$ cat src/rtl/prbs_link_pkg.sv
// Shared types for the PRBS link test generator.
// Assumes: nothing beyond a single clock domain.
package prbs_link_pkg;

    // Source currently selected for the output word
    typedef enum logic {
        SRC_NORMAL = 1'b0,
        SRC_PRBS   = 1'b1
    } src_sel_e;

endpackage

$ cat src/rtl/prbs_cmd_ctrl.sv
// Mode control: turns toggle commands into a requested source and flags the
// first test slot after each entry into test mode.
// Assumes: cmd_toggle is a single-cycle pulse; a slot in the command cycle
// still uses the old mode.
module prbs_cmd_ctrl
    import prbs_link_pkg::*;
(
    input  logic     clk,
    input  logic     rst_n,
    input  logic     cmd_toggle,
    input  logic     slot_tick,
    output src_sel_e sel,
    output logic     restart
);

    logic req_q;
    logic active_q;

    // Requested mode flips on each command
    always_ff @(posedge clk) begin
        if (!rst_n)
            req_q <= 1'b0;
        else if (cmd_toggle)
            req_q <= ~req_q;
    end

    // Remembers the mode used by the most recent slot
    always_ff @(posedge clk) begin
        if (!rst_n)
            active_q <= 1'b0;
        else if (slot_tick)
            active_q <= req_q;
    end

    // Decode selected source and first-word condition
    always_comb begin
        sel     = req_q ? SRC_PRBS : SRC_NORMAL;
        restart = req_q & ~active_q;
    end

endmodule

$ cat src/rtl/prbs_lfsr.sv
// Fibonacci LFSR word source. Presents the word to emit this slot: the seed
// on a restart, otherwise the stored state. On advance, stores the successor
// of the emitted word.
// Assumes: TAP_MASK describes a maximal-length polynomial and SEED is non-zero.
module prbs_lfsr #(
    parameter int               WIDTH    = 16,
    parameter logic [WIDTH-1:0] TAP_MASK = 16'hB400,
    parameter logic [WIDTH-1:0] SEED     = 16'hACE1
) (
    input  logic             clk,
    input  logic             rst_n,
    input  logic             advance,
    input  logic             restart,
    output logic [WIDTH-1:0] word,
    output logic [WIDTH-1:0] state
);

    localparam int MSB = WIDTH - 1;

    logic [WIDTH-1:0] state_q;
    logic [WIDTH-1:0] succ;

    // Word for this slot and its successor
    always_comb begin
        word = restart ? SEED : state_q;
        succ = {word[MSB-1:0], ^(word & TAP_MASK)};
    end

    // State steps only when a test word is emitted
    always_ff @(posedge clk) begin
        if (!rst_n)
            state_q <= SEED;
        else if (advance)
            state_q <= succ;
    end

    assign state = state_q;

endmodule

$ cat src/rtl/prbs_out_mux.sv
// Registered output stage: on each slot picks either the PRBS word or the
// normal word. Between slots, valid drops and data holds.
// Assumes: slot_tick marks word boundaries.
module prbs_out_mux
    import prbs_link_pkg::*;
#(
    parameter int WIDTH = 16
) (
    input  logic             clk,
    input  logic             rst_n,
    input  logic             slot_tick,
    input  src_sel_e         sel,
    input  logic [WIDTH-1:0] prbs_word,
    input  logic             norm_valid,
    input  logic [WIDTH-1:0] norm_data,
    output logic             out_valid,
    output logic [WIDTH-1:0] out_data
);

    // Output register updated at word boundaries
    always_ff @(posedge clk) begin
        if (!rst_n) begin
            out_valid <= 1'b0;
            out_data  <= '0;
        end else if (slot_tick && sel == SRC_PRBS) begin
            out_valid <= 1'b1;
            out_data  <= prbs_word;
        end else if (slot_tick) begin
            out_valid <= norm_valid;
            if (norm_valid)
                out_data <= norm_data;
        end else begin
            out_valid <= 1'b0;
        end
    end

endmodule

$ cat src/rtl/prbs_link_gen.sv
// Top of the PRBS link test generator. A toggle command swaps the output
// between normal data and a maximal-length pseudo-random word sequence.
// Swaps take effect at word boundaries.
// Assumes: one word slot per slot_tick pulse; single clock domain.
module prbs_link_gen
    import prbs_link_pkg::*;
#(
    parameter int               WIDTH    = 16,
    parameter logic [WIDTH-1:0] TAP_MASK = 16'hB400,
    parameter logic [WIDTH-1:0] SEED     = 16'hACE1
) (
    input  logic             clk,
    input  logic             rst_n,
    input  logic             cmd_toggle,
    input  logic             slot_tick,
    input  logic             norm_valid,
    input  logic [WIDTH-1:0] norm_data,
    output logic             out_valid,
    output logic [WIDTH-1:0] out_data
);

    src_sel_e         sel;
    logic             restart;
    logic             use_prbs;
    logic             advance;
    logic [WIDTH-1:0] prbs_word;
    logic [WIDTH-1:0] lfsr_state;

    prbs_cmd_ctrl u_ctrl (
        .clk        (clk),
        .rst_n      (rst_n),
        .cmd_toggle (cmd_toggle),
        .slot_tick  (slot_tick),
        .sel        (sel),
        .restart    (restart)
    );

    // Generator steps on every slot spent in test mode
    always_comb begin
        use_prbs = (sel == SRC_PRBS);
        advance  = slot_tick & use_prbs;
    end

    prbs_lfsr #(
        .WIDTH    (WIDTH),
        .TAP_MASK (TAP_MASK),
        .SEED     (SEED)
    ) u_lfsr (
        .clk     (clk),
        .rst_n   (rst_n),
        .advance (advance),
        .restart (restart),
        .word    (prbs_word),
        .state   (lfsr_state)
    );

    prbs_out_mux #(
        .WIDTH (WIDTH)
    ) u_mux (
        .clk        (clk),
        .rst_n      (rst_n),
        .slot_tick  (slot_tick),
        .sel        (sel),
        .prbs_word  (prbs_word),
        .norm_valid (norm_valid),
        .norm_data  (norm_data),
        .out_valid  (out_valid),
        .out_data   (out_data)
    );

endmodule

$ cat config.mk
export PLATFORM = sky130hd
export DESIGN_NAME = prbs_link_gen
export DESIGN_NICKNAME = d
export VERILOG_FILES = /design/src/rtl/prbs_link_pkg.sv /design/src/rtl/prbs_cmd_ctrl.sv /design/src/rtl/prbs_lfsr.sv /design/src/rtl/prbs_out_mux.sv /design/src/rtl/prbs_link_gen.sv
export SDC_FILE = /design/constraint.sdc
export NUM_CORES = 1
export LEC_CHECK = 0
export ABC_CLOCK_PERIOD_IN_PS = 2600
export CAP_MARGIN = 20
export CORE_ASPECT_RATIO = 0.7
export CORE_MARGIN = 3
export CORE_UTILIZATION = 51
export CTS_CLUSTER_SIZE = 20
export DETAILED_ROUTE_END_ITERATION = 6
export GPL_ROUTABILITY_DRIVEN = 0
export PLACE_DENSITY = 0.9
export SLEW_MARGIN = 30
export SYNTH_ARGS = -nofsm -noshare
export SYNTH_HDL_FRONTEND = slang
export SYNTH_SLANG_ARGS = --single-unit
$ cat constraint.sdc
create_clock -name clk -period 2.6 [get_ports clk]
set_clock_uncertainty 0.15 [all_clocks]
set_input_delay 0.78 -clock clk [delete_from_list [all_inputs] [get_ports clk]]
set_output_delay 0.78 -clock clk [all_outputs]
set_load 0.02 [all_outputs]
==> report_table.html <==
<table>
<tr><th>Metric</th><th>Value</th></tr>
<tr><th colspan="2">Synthesis</th></tr>
<tr><td>Yosys Warn Count</td><td>0</td></tr>
<tr><td>Number of enable-type register cells in the synthesized netlist</td><td>0</td></tr>
<tr><td>Post-synthesis sequential area ratio</td><td>0.477</td></tr>
<tr><td>Mapped Avg Cell Area</td><td>around 9 sq um</td></tr>
<tr><td>Number of nets produced by synthesis</td><td>186</td></tr>
<tr><td>Synthesized instance count</td><td>165</td></tr>
<tr><td>Fraction of synthesis flops using an asynchronous set or reset pin</td><td>0</td></tr>
<tr><td>Area of the mapped netlist</td><td>1470 sq um</td></tr>
<tr><td>Count of state elements after synthesis</td><td>35</td></tr>
<tr><td>Primary FF master, synth</td><td>dfxtp_1</td></tr>
<tr><td>Post-synthesis cell type count</td><td>27</td></tr>
<tr><th colspan="2">Die</th></tr>
<tr><td>Cell Rows</td><td>15</td></tr>
<tr><td>Y dimension of the die</td><td>50.9 microns</td></tr>
<tr><td>Width of the die</td><td>between 70 and 80 microns</td></tr>
<tr><td>Starting Density</td><td>0.564</td></tr>
<tr><td>Die Area</td><td>3570 sq um</td></tr>
<tr><td>IO Count</td><td>38</td></tr>
<tr><td>Placeable core region</td><td>2610 sq um</td></tr>
<tr><th colspan="2">Outcome</th></tr>
<tr><td>Status</td><td>finished clean</td></tr>
<tr><th colspan="2">Setup path</th></tr>
<tr><td>Maximum single-stage delay on the critical path</td><td>610 ps</td></tr>
<tr><td>Master of the slowest instance on the critical path</td><td>clkdlybuf4s50_1</td></tr>
<tr><td>Kind of critical path</td><td>flop to primary output</td></tr>
<tr><td>Nature of the critical path endpoint</td><td>primary output</td></tr>
<tr><td>Critical path depth</td><td>1</td></tr>
<tr><td>Required time at the endpoint of the critical path</td><td>1670 ps</td></tr>
<tr><td>Critical path peak fanout</td><td>2</td></tr>
<tr><td>Critical path arrival</td><td>1250 ps</td></tr>
<tr><td>Number of cells on the worst reg-to-reg path</td><td>3</td></tr>
<tr><td>Setup crit start kind</td><td>flop</td></tr>
<tr><td>Cells traversed along the worst timing path</td><td>clkdlybuf4s50_1</td></tr>
<tr><td>Reg-to-reg critical path startpoint</td><td>u_ctrl.active_q</td></tr>
<tr><td>Top cell family by delay on the critical path</td><td>buffers and inverters</td></tr>
<tr><td>CP Buf/Inv Count</td><td>1</td></tr>
<tr><td>FF-to-FF setup slack</td><td>roughly 1000 ps</td></tr>
<tr><td>Reg2Reg Capture Point</td><td>u_mux.out_data[13]</td></tr>
<tr><th colspan="2">Detailed routing</th></tr>
<tr><td>Wirelength, routed</td><td>3.73 mm</td></tr>
<tr><td>WL met3</td><td>388 microns</td></tr>
<tr><td>ANT nets after route</td><td>0</td></tr>
<tr><td>WL met1</td><td>1.57 mm</td></tr>
<tr><td>Post-DR wirelength/cell</td><td>15.8 microns</td></tr>
<tr><td>Vias after detailed routing</td><td>~1,400</td></tr>
<tr><td>Violation count after the first detailed-route iteration</td><td>around 100</td></tr>
<tr><td>Number of detailed-routing iterations run before antenna repair</td><td>5</td></tr>
<tr><td>Met2 routed WL</td><td>1.73 mm</td></tr>
<tr><td>Detailed-route DRC error count</td><td>0</td></tr>
<tr><td>Mean number of vias per cell</td><td>5.81</td></tr>
<tr><td>Highest Signal Layer</td><td>met4</td></tr>
<tr><th colspan="2">STA</th></tr>
<tr><td>Maximum frequency from static timing analysis</td><td>0.459 GHz</td></tr>
<tr><td>Final period utilization</td><td>0.837</td></tr>
<tr><td>Minimum clock period</td><td>2180 ps</td></tr>
<tr><td>Relative max-transition margin</td><td>0.682</td></tr>
<tr><td>Final count of hold timing violations</td><td>0</td></tr>
<tr><td>Unrepaired setup endpoints after global routing</td><td>false</td></tr>
<tr><td>Setup violators final</td><td>0</td></tr>
<tr><td>Worst-case setup margin in the final layout</td><td>423 ps</td></tr>
<tr><td>Final-layout setup total negative slack</td><td>0 ps</td></tr>
<tr><td>Fin. max-slew vios</td><td>0</td></tr>
<tr><td>Transition time at the pin with the least slew margin</td><td>476 ps</td></tr>
<tr><th colspan="2">Power and ir drop</th></tr>
<tr><td>Net Switching</td><td>0.000330 W</td></tr>
<tr><td>Clock power share</td><td>0.342</td></tr>
<tr><td>Pleak</td><td>about 0.73 nW</td></tr>
<tr><td>Internal power of the cells</td><td>0.000932 W</td></tr>
<tr><td>Relative contribution of sequential cells to total power</td><td>0.473</td></tr>
<tr><td>Switch share</td><td>0.261</td></tr>
<tr><td>Cell area power density</td><td>649 nW/um^2</td></tr>
<tr><td>Combinational share of power</td><td>0.185</td></tr>
<tr><td>Worst ir drop on vdd</td><td>0.000470 V</td></tr>
<tr><th colspan="2">Clocking</th></tr>
<tr><td>Buffers inserted by post-CTS timing repair</td><td>0</td></tr>
<tr><td>Number of buffers between clock root and the deepest sink</td><td>2</td></tr>
<tr><td>Clock latency on the worst-skew pair</td><td>a little under 300 ps</td></tr>
<tr><td>Number of sinks driven by the clock tree</td><td>35</td></tr>
<tr><td>Number of gates resized after cts</td><td>0</td></tr>
<tr><td>Post-CTS Hold Fix Bufs</td><td>0</td></tr>
<tr><td>Post-CTS clock slew at the launch and capture registers of the worst setup and hold paths</td><td>70 ps</td></tr>
<tr><td>Number of H-tree branching levels</td><td>2</td></tr>
<tr><td>Inserted Clock Buffers</td><td>5</td></tr>
<tr><td>CTS Root Buffer Type</td><td>clkbuf_8</td></tr>
<tr><td>Clock tree from TritonCTS</td><td>done</td></tr>
<tr><th colspan="2">Finish</th></tr>
<tr><td># fillers</td><td>177</td></tr>
<tr><td>Final-stage net count</td><td>222</td></tr>
<tr><td>Antenna diodes</td><td>0</td></tr>
<tr><td>Area growth from synthesis to layout</td><td>32.3%</td></tr>
<tr><td>Ratio of cells with drive above 1 in the final layout</td><td>0.0941</td></tr>
<tr><td>Final cell count without fillers</td><td>236</td></tr>
<tr><th colspan="2">Place</th></tr>
<tr><td>Dpl ws</td><td>266 ps</td></tr>
<tr><td>Post-detailed-placement half-perimeter wirelength</td><td>2.70 mm</td></tr>
<tr><td>Quantity of I/O buffers inserted on ports</td><td>37</td></tr>
<tr><td>Instance count after placement with tap cells included</td><td>228</td></tr>
<tr><th colspan="2">Global routing</th></tr>
<tr><td>Total grt overflow</td><td>0</td></tr>
<tr><td>First-pass GRT wire length</td><td>6.13 mm</td></tr>
<tr><td>Number of antenna violations at the first check in global routing</td><td>0</td></tr>
<tr><td>Pin count of the biggest net entering global routing</td><td>22</td></tr>
<tr><td>Total global routing track utilization</td><td>0.222</td></tr>
<tr><td>Number of global-route vias before repair</td><td>1,288</td></tr>
<tr><th colspan="2">Worst hold path</th></tr>
<tr><td>Classification of the worst-slack hold path</td><td>flop to flop</td></tr>
<tr><td>End point of the worst hold path</td><td>u_lfsr.state[4]</td></tr>
<tr><td>Number of stages on the worst hold path</td><td>2</td></tr>
<tr><td>Hold Crit Start</td><td>u_lfsr.state[4]</td></tr>
<tr><th colspan="2">Job</th></tr>
<tr><td>MaxCap Viol Count</td><td>0</td></tr>
</table>
through the flow:
step / hold slack [ps] / utilization / power (W) / cell area (sq um)
after floorplan: 285 / - / 0.000745 / 1470
after global placement: 294 / 0.707 / 0.000830 / 1840
after detailed placement: 308 / 0.707 / 0.000839 / 1840
after CTS: 318 / 0.745 / 0.00127 / 1940
after global routing: 336 / 0.745 / 0.00131 / 1940
final: 313 / 0.745 / 0.00126 / 1940
how the worst max path moves through the flow:
stage	from	endpoint
finish	u_mux.out_data[7]	out_data[7]
global route	u_mux.out_data[10]	out_data[10]
CTS	u_mux.out_data[8]	out_data[8]
detailed placement	slot_tick	u_mux.out_data[5]
global placement	slot_tick	u_mux.out_data[6]
floorplan	slot_tick	u_lfsr.state[0]
area by class of cell:
type                            count  area, sq um  share of cell area
Timing Repair Buffer               44          423               0.218
Tap cell                           34         42.5              0.0219
Clock buffer                        8          100              0.0515
Sequential cell                    35          701               0.360
Inverter                            2         7.51             0.00386
Multi-Input combinational cell    113          671               0.345
power by group through the flow:
stage	Clock, W	Combinational [W]	Sequential (W)
after floorplan	0	0.000119	0.000626
after global placement	0	0.000224	0.000605
after detailed placement	0	0.000231	0.000607
after CTS	0.000443	0.000233	0.000596
after global routing	0.000462	0.000252	0.000600
final	0.000431	0.000233	0.000597
cells in the final DEF (no fill, tap or decap):
cell type and instances:
xnor2_1 3, a22o_1 9, nand3_1 5, nand2_1 25
dfxtp_1 35, a21oi_1 10, o211ai_1 5, nor2b_1 1
clkdlybuf4s50_1 37, nand2b_1 1, nor3b_2 1, clkbuf_1 1
inv_1 1, nor2_1 15, o21ai_1 12, a21boi_1 5
and2_1 2, o21a_4 1, xor2_1 1, clkbuf_8 7
a41oi_2 1, o22ai_1 8, o32ai_1 3, o221a_1 4
inv_2 1, buf_4 7, nand2_2 1
sequential cells by signal, summed over array words and instances (netlist names):
signal and flops:
u_ctrl.active_q 1, u_lfsr.state 16, u_ctrl.req_q 1, u_mux.out_valid 1, u_mux.out_data 16
cells by family (layout without fill, tap and decap cells):
kind of cell | Yosys count | count (layout) | share of synthesized area
compound gates | 58 | 58 | 0.283
simple gates | 51 | 51 | 0.149
flops | 35 | 35 | 0.477
buf+inv | 17 | 54 | 0.0672
xor+xnor | 4 | 4 | 0.0238
synth_stat cells (4+ instances only):
cell / instances / area [sq um]
buf_2: 7 / 35.0
nor2_1: 15 / 56.3
o211ai_1: 5 / 37.5
o21ai_1: 12 / 60.1
clkbuf_1: 4 / 15.0
nand3_1: 5 / 25.0
a22o_1: 9 / 78.8
o22ai_1: 8 / 50.1
nand2_1: 25 / 93.8
a21oi_1: 10 / 50.1
dfxtp_1: 35 / 701
o221a_1: 4 / 45.0
a21boi_1: 5 / 37.5
routing by layer:
metal | vias up | global-route usage
met5 | - | 0
met4 | 0 | 0.0669
met3 | 3 | 0.0825
met2 | 71 | 0.348
met1 | 639 | 0.288
li1 | 658 | -
(Power assumes the default switching activity.)
